`config.mk`:
```
export PLATFORM = sky130hd
export DESIGN_NAME = dac_bus_seq
export DESIGN_NICKNAME = d
export VERILOG_FILES = /design/src/rtl/dbs_pkg.sv /design/src/rtl/dbs_timer.sv /design/src/rtl/dbs_ctrl.sv /design/src/rtl/dac_bus_seq.sv
export SDC_FILE = /design/constraint.sdc
export NUM_CORES = 1
export LEC_CHECK = 0
export BUFFER_PORTS_ARGS = -buffer_cell sky130_fd_sc_hd__clkbuf_2
export CORE_MARGIN = 2
export CORE_UTILIZATION = 58
export CTS_BUF_LIST = sky130_fd_sc_hd__clkbuf_16
export DETAILED_ROUTE_END_ITERATION = 16
export MAX_ROUTING_LAYER = met4
export PLACE_DENSITY = 0.85
export SKIP_LAST_GASP = 1
export SLEW_MARGIN = 20
export SYNTH_ARGS = -nofsm -noshare
export SYNTH_HDL_FRONTEND = slang
export SYNTH_HIERARCHICAL = 1
export SYNTH_SLANG_ARGS = --single-unit
```
`constraint.sdc`:
```
create_clock -name clk -period 5.1 [get_ports clk]
set_input_delay 0.255 -clock clk [delete_from_list [all_inputs] [get_ports clk]]
set_output_delay 0.255 -clock clk [all_outputs]
set_load 0.01 [all_outputs]
```
`src/rtl/dbs_pkg.sv`:
```
package dbs_pkg;

    typedef enum logic [2:0] {
        OP_WRITE = 3'd0,
        OP_READ  = 3'd1,
        OP_LOAD  = 3'd2,
        OP_RESET = 3'd3,
        OP_WRALL = 3'd4
    } dbs_op_e;

    typedef enum logic [2:0] {
        ST_IDLE,
        ST_SETUP,
        ST_STROBE,
        ST_HOLD,
        ST_LOADP,
        ST_RSTP
    } dbs_st_e;

    function automatic int unsigned dbs_max(int unsigned a, int unsigned b);
        return (a > b) ? a : b;
    endfunction

endpackage

```
`src/rtl/dbs_timer.sv`:
```
module dbs_timer #(
    parameter int TW = 4
) (
    input  logic          clk,
    input  logic          rst_n,
    input  logic          load,
    input  logic [TW-1:0] load_val,
    output logic          last
);

    logic [TW-1:0] cnt_d, cnt_q;

    always_comb begin
        cnt_d = cnt_q;
        if (load) begin
            cnt_d = load_val;
        end else if (cnt_q != '0) begin
            cnt_d = cnt_q - 1'b1;
        end
    end

    always_ff @(posedge clk or negedge rst_n) begin
        if (!rst_n) begin
            cnt_q <= '0;
        end else begin
            cnt_q <= cnt_d;
        end
    end

    assign last = (cnt_q == '0);

endmodule

```
`src/rtl/dbs_ctrl.sv`:
```
module dbs_ctrl
    import dbs_pkg::*;
#(
    parameter int unsigned DW     = 12,
    parameter int unsigned NCH    = 4,
    parameter int unsigned AW     = 2,
    parameter int unsigned TW     = 3,
    parameter int unsigned T_AS   = 2,
    parameter int unsigned T_CSW  = 3,
    parameter int unsigned T_AH   = 2,
    parameter int unsigned T_RACC = 4,
    parameter int unsigned T_RHZ  = 3,
    parameter int unsigned T_LDW  = 3,
    parameter int unsigned T_RSTW = 5
) (
    input  logic              clk,
    input  logic              rst_n,
    input  logic              cmd_valid,
    output logic              cmd_ready,
    input  logic [2:0]        cmd_op,
    input  logic [AW-1:0]     cmd_chan,
    input  logic [DW-1:0]     cmd_value,
    input  logic [NCH*DW-1:0] cmd_bulk,
    input  logic              mode_transparent,
    output logic              rsp_done,
    output logic [DW-1:0]     rsp_data,
    input  logic              tmr_last,
    output logic              tmr_load,
    output logic [TW-1:0]     tmr_val,
    output logic [AW-1:0]     bus_addr,
    output logic              bus_rw,
    output logic              bus_cs_n,
    output logic [DW-1:0]     bus_dout,
    output logic              bus_doe,
    input  logic [DW-1:0]     bus_din,
    output logic              bus_ldac_n,
    output logic              bus_rst_n
);

    typedef struct packed {
        dbs_st_e            st;
        dbs_op_e            op;
        logic [AW-1:0]      ch;
        logic [DW-1:0]      value;
        logic [NCH*DW-1:0]  bulk;
        logic [DW-1:0]      rdata;
        logic               done;
        logic [AW-1:0]      addr;
        logic               rw;
        logic               cs_n;
        logic [DW-1:0]      dout;
        logic               doe;
        logic               ldac_n;
        logic               trst_n;
    } ctl_s;

    ctl_s s_d, s_q;

    function automatic logic [TW-1:0] dur_of(dbs_st_e st, logic rd);
        int unsigned v;
        case (st)
            ST_SETUP:  v = T_AS;
            ST_STROBE: v = rd ? T_RACC : T_CSW;
            ST_HOLD:   v = rd ? T_RHZ : T_AH;
            ST_LOADP:  v = T_LDW;
            ST_RSTP:   v = T_RSTW;
            default:   v = 1;
        endcase
        return TW'(v - 1);
    endfunction

    logic is_rd;

    always_comb begin
        s_d      = s_q;
        s_d.done = 1'b0;
        case (s_q.st)
            ST_IDLE: begin
                if (cmd_valid) begin
                    s_d.op    = dbs_op_e'(cmd_op);
                    s_d.ch    = (cmd_op == OP_WRALL) ? '0 : cmd_chan;
                    s_d.value = cmd_value;
                    s_d.bulk  = cmd_bulk;
                    case (cmd_op)
                        OP_WRITE, OP_READ, OP_WRALL: s_d.st = ST_SETUP;
                        OP_LOAD:                     s_d.st = ST_LOADP;
                        OP_RESET:                    s_d.st = ST_RSTP;
                        default:                     s_d.done = 1'b1;
                    endcase
                end
            end
            ST_SETUP: begin
                if (tmr_last) s_d.st = ST_STROBE;
            end
            ST_STROBE: begin
                if (tmr_last) begin
                    if (s_q.op == OP_READ) s_d.rdata = bus_din;
                    s_d.st = ST_HOLD;
                end
            end
            ST_HOLD: begin
                if (tmr_last) begin
                    if (s_q.op == OP_WRALL) begin
                        if (s_q.ch == AW'(NCH - 1)) begin
                            s_d.st = ST_LOADP;
                        end else begin
                            s_d.ch = s_q.ch + 1'b1;
                            s_d.st = ST_SETUP;
                        end
                    end else begin
                        s_d.st   = ST_IDLE;
                        s_d.done = 1'b1;
                    end
                end
            end
            ST_LOADP, ST_RSTP: begin
                if (tmr_last) begin
                    s_d.st   = ST_IDLE;
                    s_d.done = 1'b1;
                end
            end
            default: s_d.st = ST_IDLE;
        endcase

        // pin values for the state about to be entered
        is_rd = (s_d.op == OP_READ);
        case (s_d.st)
            ST_SETUP, ST_STROBE, ST_HOLD: begin
                s_d.addr = s_d.ch;
                s_d.rw   = is_rd;
                s_d.doe  = !is_rd;
                s_d.cs_n = (s_d.st != ST_STROBE);
                if (!is_rd) begin
                    s_d.dout = (s_d.op == OP_WRALL) ? s_d.bulk[int'(s_d.ch)*DW +: DW] : s_d.value;
                end
            end
            default: begin
                s_d.rw   = 1'b1;
                s_d.doe  = 1'b0;
                s_d.cs_n = 1'b1;
            end
        endcase
        s_d.ldac_n = !((s_d.st == ST_LOADP) || mode_transparent);
        s_d.trst_n = (s_d.st != ST_RSTP);

        tmr_load = (s_d.st != s_q.st);
        tmr_val  = dur_of(s_d.st, is_rd);
    end

    always_ff @(posedge clk or negedge rst_n) begin
        if (!rst_n) begin
            s_q        <= '0;
            s_q.rw     <= 1'b1;
            s_q.cs_n   <= 1'b1;
            s_q.ldac_n <= 1'b1;
            s_q.trst_n <= 1'b1;
        end else begin
            s_q <= s_d;
        end
    end

    assign cmd_ready  = (s_q.st == ST_IDLE);
    assign rsp_done   = s_q.done;
    assign rsp_data   = s_q.rdata;
    assign bus_addr   = s_q.addr;
    assign bus_rw     = s_q.rw;
    assign bus_cs_n   = s_q.cs_n;
    assign bus_dout   = s_q.dout;
    assign bus_doe    = s_q.doe;
    assign bus_ldac_n = s_q.ldac_n;
    assign bus_rst_n  = s_q.trst_n;


    fall_setup_chk: assert property (@(posedge clk) disable iff (!rst_n)
        $fell(bus_cs_n) |-> $stable(bus_addr) && $stable(bus_rw) && (bus_rw || $stable(bus_dout)));

    low_stable_chk: assert property (@(posedge clk) disable iff (!rst_n)
        (!bus_cs_n && $past(!bus_cs_n)) |-> $stable(bus_addr) && $stable(bus_rw) && $stable(bus_dout));

    rise_hold_chk: assert property (@(posedge clk) disable iff (!rst_n)
        $rose(bus_cs_n) |-> $stable(bus_addr) && $stable(bus_rw) && $stable(bus_dout) && $stable(bus_doe));

    rd_nodrive_chk: assert property (@(posedge clk) disable iff (!rst_n)
        bus_rw |-> !bus_doe);

    rst_quiet_chk: assert property (@(posedge clk) disable iff (!rst_n)
        !bus_rst_n |-> bus_cs_n && !bus_doe);

    done_pulse_chk: assert property (@(posedge clk) disable iff (!rst_n)
        rsp_done |=> !rsp_done);

    done_ready_chk: assert property (@(posedge clk) disable iff (!rst_n)
        rsp_done |-> cmd_ready);

endmodule

```
`src/rtl/dac_bus_seq.sv`:
```
module dac_bus_seq
    import dbs_pkg::*;
#(
    parameter int unsigned DW     = 12,
    parameter int unsigned NCH    = 4,
    parameter int unsigned T_AS   = 2,
    parameter int unsigned T_CSW  = 3,
    parameter int unsigned T_AH   = 2,
    parameter int unsigned T_RACC = 4,
    parameter int unsigned T_RHZ  = 3,
    parameter int unsigned T_LDW  = 3,
    parameter int unsigned T_RSTW = 5,
    localparam int unsigned AW    = (NCH > 1) ? $clog2(NCH) : 1
) (
    input  logic              clk,
    input  logic              rst_n,
    input  logic              cmd_valid,
    output logic              cmd_ready,
    input  logic [2:0]        cmd_op,
    input  logic [AW-1:0]     cmd_chan,
    input  logic [DW-1:0]     cmd_value,
    input  logic [NCH*DW-1:0] cmd_bulk,
    input  logic              mode_transparent,
    output logic              rsp_done,
    output logic [DW-1:0]     rsp_data,
    output logic [AW-1:0]     bus_addr,
    output logic              bus_rw,
    output logic              bus_cs_n,
    output logic [DW-1:0]     bus_dout,
    output logic              bus_doe,
    input  logic [DW-1:0]     bus_din,
    output logic              bus_ldac_n,
    output logic              bus_rst_n
);

    localparam int unsigned TMAX = dbs_max(dbs_max(dbs_max(T_AS, T_CSW), dbs_max(T_AH, T_RACC)),
                                           dbs_max(dbs_max(T_RHZ, T_LDW), T_RSTW));
    localparam int unsigned TW   = $clog2(TMAX + 1);

    logic          tmr_load;
    logic [TW-1:0] tmr_val;
    logic          tmr_last;

    dbs_timer #(.TW(TW)) i_timer (
        .clk      (clk),
        .rst_n    (rst_n),
        .load     (tmr_load),
        .load_val (tmr_val),
        .last     (tmr_last)
    );

    dbs_ctrl #(
        .DW(DW), .NCH(NCH), .AW(AW), .TW(TW),
        .T_AS(T_AS), .T_CSW(T_CSW), .T_AH(T_AH), .T_RACC(T_RACC),
        .T_RHZ(T_RHZ), .T_LDW(T_LDW), .T_RSTW(T_RSTW)
    ) i_ctrl (
        .clk              (clk),
        .rst_n            (rst_n),
        .cmd_valid        (cmd_valid),
        .cmd_ready        (cmd_ready),
        .cmd_op           (cmd_op),
        .cmd_chan         (cmd_chan),
        .cmd_value        (cmd_value),
        .cmd_bulk         (cmd_bulk),
        .mode_transparent (mode_transparent),
        .rsp_done         (rsp_done),
        .rsp_data         (rsp_data),
        .tmr_last         (tmr_last),
        .tmr_load         (tmr_load),
        .tmr_val          (tmr_val),
        .bus_addr         (bus_addr),
        .bus_rw           (bus_rw),
        .bus_cs_n         (bus_cs_n),
        .bus_dout         (bus_dout),
        .bus_doe          (bus_doe),
        .bus_din          (bus_din),
        .bus_ldac_n       (bus_ldac_n),
        .bus_rst_n        (bus_rst_n)
    );

endmodule

```
# Yosys cells after proc, flatten, opt, wreduce, memory -nomap -nowiden
# Index checks and enable logic that the tools add are counted.
# word_totals
regBits	103
elab_cells	87
input_bits	81
# classes
bitwise_logic	1
muxes	30
n_shift	1
n_eq_ne	22
reduce_logical	14
n_addsub	3
n_mul	1
# ops
cell	count
two-way mux 68 bit	1
two-way mux 60 bit	1
indexed part select 48 x 7 -> 12 bit	1
two-way mux 3 bit	10
case mux 3 bit (5 select lines)	2
equality test 3 bit, second input constant	7
equality test 3 x 2 -> 1 bit, second input constant	6
equality test 3 x 1 -> 1 bit, second input constant	5
two-way mux 12 bit	1
two-way mux 2 bit	5
logical NOT 3 bit	3
case mux 3 bit (3 select lines)	1
two-way mux 1 bit	7
OR reduction 3 bit	2
subtractor 3 x 1 -> 3 bit, second input constant	2
OR reduction 5 bit	1
multiplier 2 x 2 -> 4 bit, second input constant	1
case mux 2 bit (2 select lines)	1
inequality test 3 x 2 -> 1 bit, second input constant	1
inequality test 3 bit	1
inequality test 3 bit, second input constant	1
case mux 1 bit (3 select lines)	1
AND reduction 3 bit	1
nonzero test 3 bit	1
other kinds (8)	9

# Longest topological paths before layout
# depth
word_depth	10
ltp_mapped	14

# By module
# Netlist, hierarchy kept.
# by_module_without_submodules
module	area_each_um2	instances	cells_each
dbs_ctrl	4864.7	1	505
dbs_timer	201.4	1	21

# Worst setup path before layout
# No wires, ideal clock.
# synth_path
path_type	flip-flop to flip-flop
startpoint	register i_ctrl/s_q[98] (netlist name)
endpoint	register i_timer.cnt_q[0]
required_time_ns	4.996
arrival_ns	2.538
stages_incl_launch_ff	12
period_less_slack_ns	2.642
slack_ns	2.458
path_cell_list	dfrtp_1 > buf_6 > or4b_4 > buf_6 > buf_2 > clkbuf_1 > o31a_1 > nand3b_1 > a21oi_1 > a31oi_1 > nor2b_1 > a221oi_1
# synth_between
elab_cells_between_ends	28
cone_classes	1 x add/sub; 12 x eq/ne; 12 x mux; 3 x reduce/logical
# synth_lines
item	line_no	rtl
start: declaration	dbs_ctrl.sv:57	ctl_s s_d, s_q;
case mux 3 bit (3 select lines) or equality test 3 bit (tied branches)	dbs_ctrl.sv:84, dbs_ctrl.sv:77	
two-way mux 68 bit or OR reduction 2 bit (tied branches)	dbs_ctrl.sv:79, dbs_ctrl.sv:77	
case mux 3 bit (5 select lines)	dbs_ctrl.sv:77	case (s_q.st)
inequality test 3 bit (*)	dbs_ctrl.sv:146	tmr_load = (s_d.st != s_q.st);
named net tmr_load	dac_bus_seq.sv:40	logic tmr_load;
two-way mux 3 bit or nonzero test 2 bit (tied branches)	--	
end signal: assignment	dbs_timer.sv:26	cnt_q <= cnt_d;
end: declaration	dbs_timer.sv:11	logic [TW-1:0] cnt_d, cnt_q;
# The timed path passes the listed nets; every way through them passes the cells marked *.
# A chain may end at the register's enable or synchronous reset.

# Worst setup path in the final report
# layout_path
startpoint	register i_timer.cnt_q[0]
endpoint	register i_ctrl.s_q (netlist bit i_ctrl/bus_dout[1])
# layout_between
elab_chain_len	6
elab_cells_between_ends	16
cone_classes	1 x mul; 3 x eq/ne; 1 x shift; 8 x mux; 3 x reduce/logical
# layout_rtl
item	line_no	rtl
logical NOT 3 bit (*)	dbs_timer.sv:30	assign last = (cnt_q == '0);
named net tmr_last	dac_bus_seq.sv:42	logic tmr_last;
two-way mux 2 bit, or another cell as far along	dbs_ctrl.sv:102	if (tmr_last) begin
case mux 2 bit (2 select lines) or case mux 3 bit (5 select lines) (tied branches)	dbs_ctrl.sv:77	
multiplier 2 x 2 -> 4 bit, or another cell as far along	dbs_ctrl.sv:134	s_d.dout = (s_d.op == OP_WRALL) ? s_d.bulk[int'(s_d.ch)*DW +: DW] : s_d.value;
indexed part select 48 x 7 -> 12 bit or OR reduction 3 bit (tied branches)	dbs_ctrl.sv:134, dbs_ctrl.sv:127	
two-way mux 12 bit or AND reduction 2 bit (tied branches)	--	
# Marks and branches as above.

==> run summary <==
final hold violation count: 0
Reg clk slew, reported paths: 0.07 ns
IO Pins: 114
power density relative to cell area: 658.5 nW/µm²
die outline area: 9498 µm²
setup repair after global routing missed its margin: no
final layout net count: 685
largest net degree at the start of global routing: 79
detailed-route DRC error count: 0
arrival time at the worst endpoint: 3.33 ns
share of cells above drive strength 1: 26.73%
critical path start-end classification: register to register
number of inserted diodes: 0
routability-driven placement congestion ratio: 0.8671
number of sinks handled by clock tree synthesis: 103
most frequent standard cell in the layout excluding fill and tap cells: sky130_fd_sc_hd__nand2_1
WP data required: 5.33 ns
TritonCTS clock tree: yes
static leakage: 0.003049 µW
leading register cell type out of synthesis: sky130_fd_sc_hd__dfrtp_1
gr ovfl total: 0
die span in x: 97.46 µm
peak fanout along the critical path: 14
Fin Setup TNS: 0 ns
Total Routed Length: 10.85 mm
GRT Resource Usage Total: 23.94%
number of different library cells in the post-synthesis netlist: 52
critical path's largest stage delay: 0.76 ns
clock root buffer: sky130_fd_sc_hd__clkbuf_16
Inserted Clock Buffers: 9
Routed wire per std cell: 15.19 µm
vias per cell: 5.471
top cell family by delay on the critical path: compound AO/OA/AOI/OAI gates
top library cells by usage in the layout, fill and taps aside: sky130_fd_sc_hd__nand2_1, sky130_fd_sc_hd__clkbuf_2, sky130_fd_sc_hd__dfrtp_1, sky130_fd_sc_hd__mux2i_1, sky130_fd_sc_hd__mux2_2
count of state elements after synthesis: 103
status: finished clean
clk_skew: 0.005996 ns
average size of a mapped cell: 9.631 µm²
cell with the most instances on the worst path: sky130_fd_sc_hd__inv_1
# H-tree levels: 3
post-route minimum period: 3.106 ns
area of the multi-input gates: 2088 µm²
area of all sequential standard cells: 2582 µm²
initial antenna violation count: 0
fin cells: 714
post-synthesis cell count: 526
nets in the synthesized netlist: 610
number of optimization iterations in the first detailed-route pass: 5
initial core utilization: 58.95%
buffers from clock root to sink, at most: 2
via count of the first global-routing pass: 3899
count of antenna-violating nets left after detailed routing: 0
Skew-Pair Late Insertion Delay: 0.34 ns
type of the tightest min-delay check: primary input to register
Fillers: 692
max_cap viols: 0
critical path buffer and inverter count: 2
IR drop worst, VDD: 0.3052 mV
first-pass GRT wire length: 17.98 mm
Yosys Warn Count: 6
core area: 8593 µm²
via count of the routed design: 3906
layout overhead on the synthesized area: 13.36%
Seq/Total Area, Yosys: 50.98%
# setup viols final: 0
number of enable-type register cells in the synthesized netlist: 0
Iteration-0 DRC Markers: 217
Fmax: 0.3219 GHz
y dimension of the die: 97.46 µm
total number of placement rows: 34
Async SR Flop Fraction: 100.0%
half-perimeter wire length after placement: 7.802 mm
number of placed instances, taps included: 697
Slew headroom: 32.22%
master of the slowest instance on the critical path: sky130_fd_sc_hd__o21ai_2
startpoint types: register
number of input and output port buffers inserted: 113
max-slew violation count: 0
ratio of final minimum period to clock period: 60.91%
crit-path cells: inv_1 -> ha_1 -> nand2b_1 -> inv_1 -> and4bb_2 -> and2_1 -> o21ai_0 -> o21ai_2 -> mux2i_1 -> a32o_1
transition time at the pin with the least slew margin: 1.017 ns
Mapped Area: 5066 µm²
crit path capture type: register
report_power, final:
group | internal (µW) | total [µW] | switching, µW
clock | 336 | 649 | 312
sequential | 1200 | 1370 | 171
combinational | 704 | 1760 | 1060
total | 2240 | 3780 | 1540
worst register-to-register path, delay by kind of cell (launching register included):
family	cells	cell delay, ns
compound gates	3	1.19
fa+ha+maj	1	0.21
buf+inv	2	0.31
flops	1	0.39
mux	1	0.27
simple gates	3	0.63
worst paths after layout:
kind	startpoint	to	slack [ns]	cells after the start
max	i_timer/cnt_q[0]$_DFFE_PN0P_	i_ctrl/bus_dout[1]$_DFFE_PN0P_	1.99	10
min	mode_transparent	i_ctrl/bus_ldac_n$_DFF_PN1_	0.02	2
max reg2reg	i_timer/cnt_q[0]$_DFFE_PN0P_	i_ctrl/bus_dout[1]$_DFFE_PN0P_	1.99	10
min reg2reg	i_ctrl/s_q[69]$_DFF_PN0_	i_ctrl/s_q[69]$_DFF_PN0_	0.47	2
max in group asynchronous	rst_n	i_ctrl/bus_dout[7]$_DFFE_PN0P_	3.48	3
min in group asynchronous	rst_n	i_timer/cnt_q[1]$_DFFE_PN0P_	0.35	2
final cells by class:
cell class              instances  share of cell area (%)
inverters                      13                  0.8497
repair buffers                118                   10.59
multi-input cells             356                   36.36
clock buffers                   9                   3.922
well taps                     108                   2.353
clock inverters                 7                  0.9586
flip-flops and latches        103                   44.97
state kept, by name, indices dropped and copies added, names as in the netlist, 2 cells and up:
signal and count:
i_ctrl/bus_dout 12, i_ctrl/rsp_data 12, i_ctrl/bus_addr 2, i_ctrl/s_q 68, i_timer/cnt_q 3
cells by family after synthesis:
| kind of cell | after synthesis | synth area share [%] |
|---|---|---|
| multiplexers | 51 | 10.47 |
| XOR/XNOR | 2 | 0.3458 |
| adder cells (fa/ha/maj) | 3 | 0.7410 |
| AO/OA/AOI/OAI | 52 | 8.398 |
| AND/OR/NAND/NOR | 248 | 21.04 |
| flip-flops | 103 | 50.98 |
| buffers and inverters | 67 | 8.026 |
cell usage after synthesis (3+ instances only):
cell	instances	area, µm²
sky130_fd_sc_hd__ha_1	3	37.54
sky130_fd_sc_hd__buf_2	6	30.03
sky130_fd_sc_hd__buf_6	6	67.56
sky130_fd_sc_hd__nor2_1	4	15.01
sky130_fd_sc_hd__o31ai_1	13	97.59
sky130_fd_sc_hd__a21oi_1	6	30.03
sky130_fd_sc_hd__dfrtp_1	99	2477
sky130_fd_sc_hd__mux2i_1	35	350.3
sky130_fd_sc_hd__buf_4	27	202.7
sky130_fd_sc_hd__o21ai_0	5	25.02
sky130_fd_sc_hd__nor2b_1	4	25.02
sky130_fd_sc_hd__a32o_1	11	110.1
sky130_fd_sc_hd__nand2b_1	15	93.84
sky130_fd_sc_hd__mux2_2	16	180.2
sky130_fd_sc_hd__and3b_1	3	26.28
sky130_fd_sc_hd__nand2_1	204	765.7
sky130_fd_sc_hd__inv_1	11	41.29
sky130_fd_sc_hd__nor4b_1	3	26.28
sky130_fd_sc_hd__dfstp_2	4	105.1
sky130_fd_sc_hd__clkbuf_1	12	45.04
per-layer routing:
layer	wire [µm]	share of wire [%]	GRT usage (%)	up-vias
met5	0	0	-	-
met3	614	5.7	4.101	16
li1	-	-	-	1875
met2	5420	50	38.36	135
met1	4639	43	32.11	1880
met4	174	1.6	6.303	0
per-stage QoR:
step	power, µW	utilization (%)	hold slack, ns	setup WS [ns]	area, µm²
final	3782	66.83	0.02364	1.994	5743
after detailed placement	3143	63.40	0.1826	1.800	5448
after floorplan	2817	-	-0.04059	2.458	5066
after global routing	4074	66.83	0.02791	1.744	5743
after global placement	3036	63.40	0.1694	1.957	5448
after CTS	3803	66.77	0.01638	1.775	5738
timing repair:
item	CTS	global route
hold buffers	1	0
endpoints found under the hold margin	22	0
gates resized for setup	0	0
buffers inserted	0	0
(Power assumes the default switching activity.)
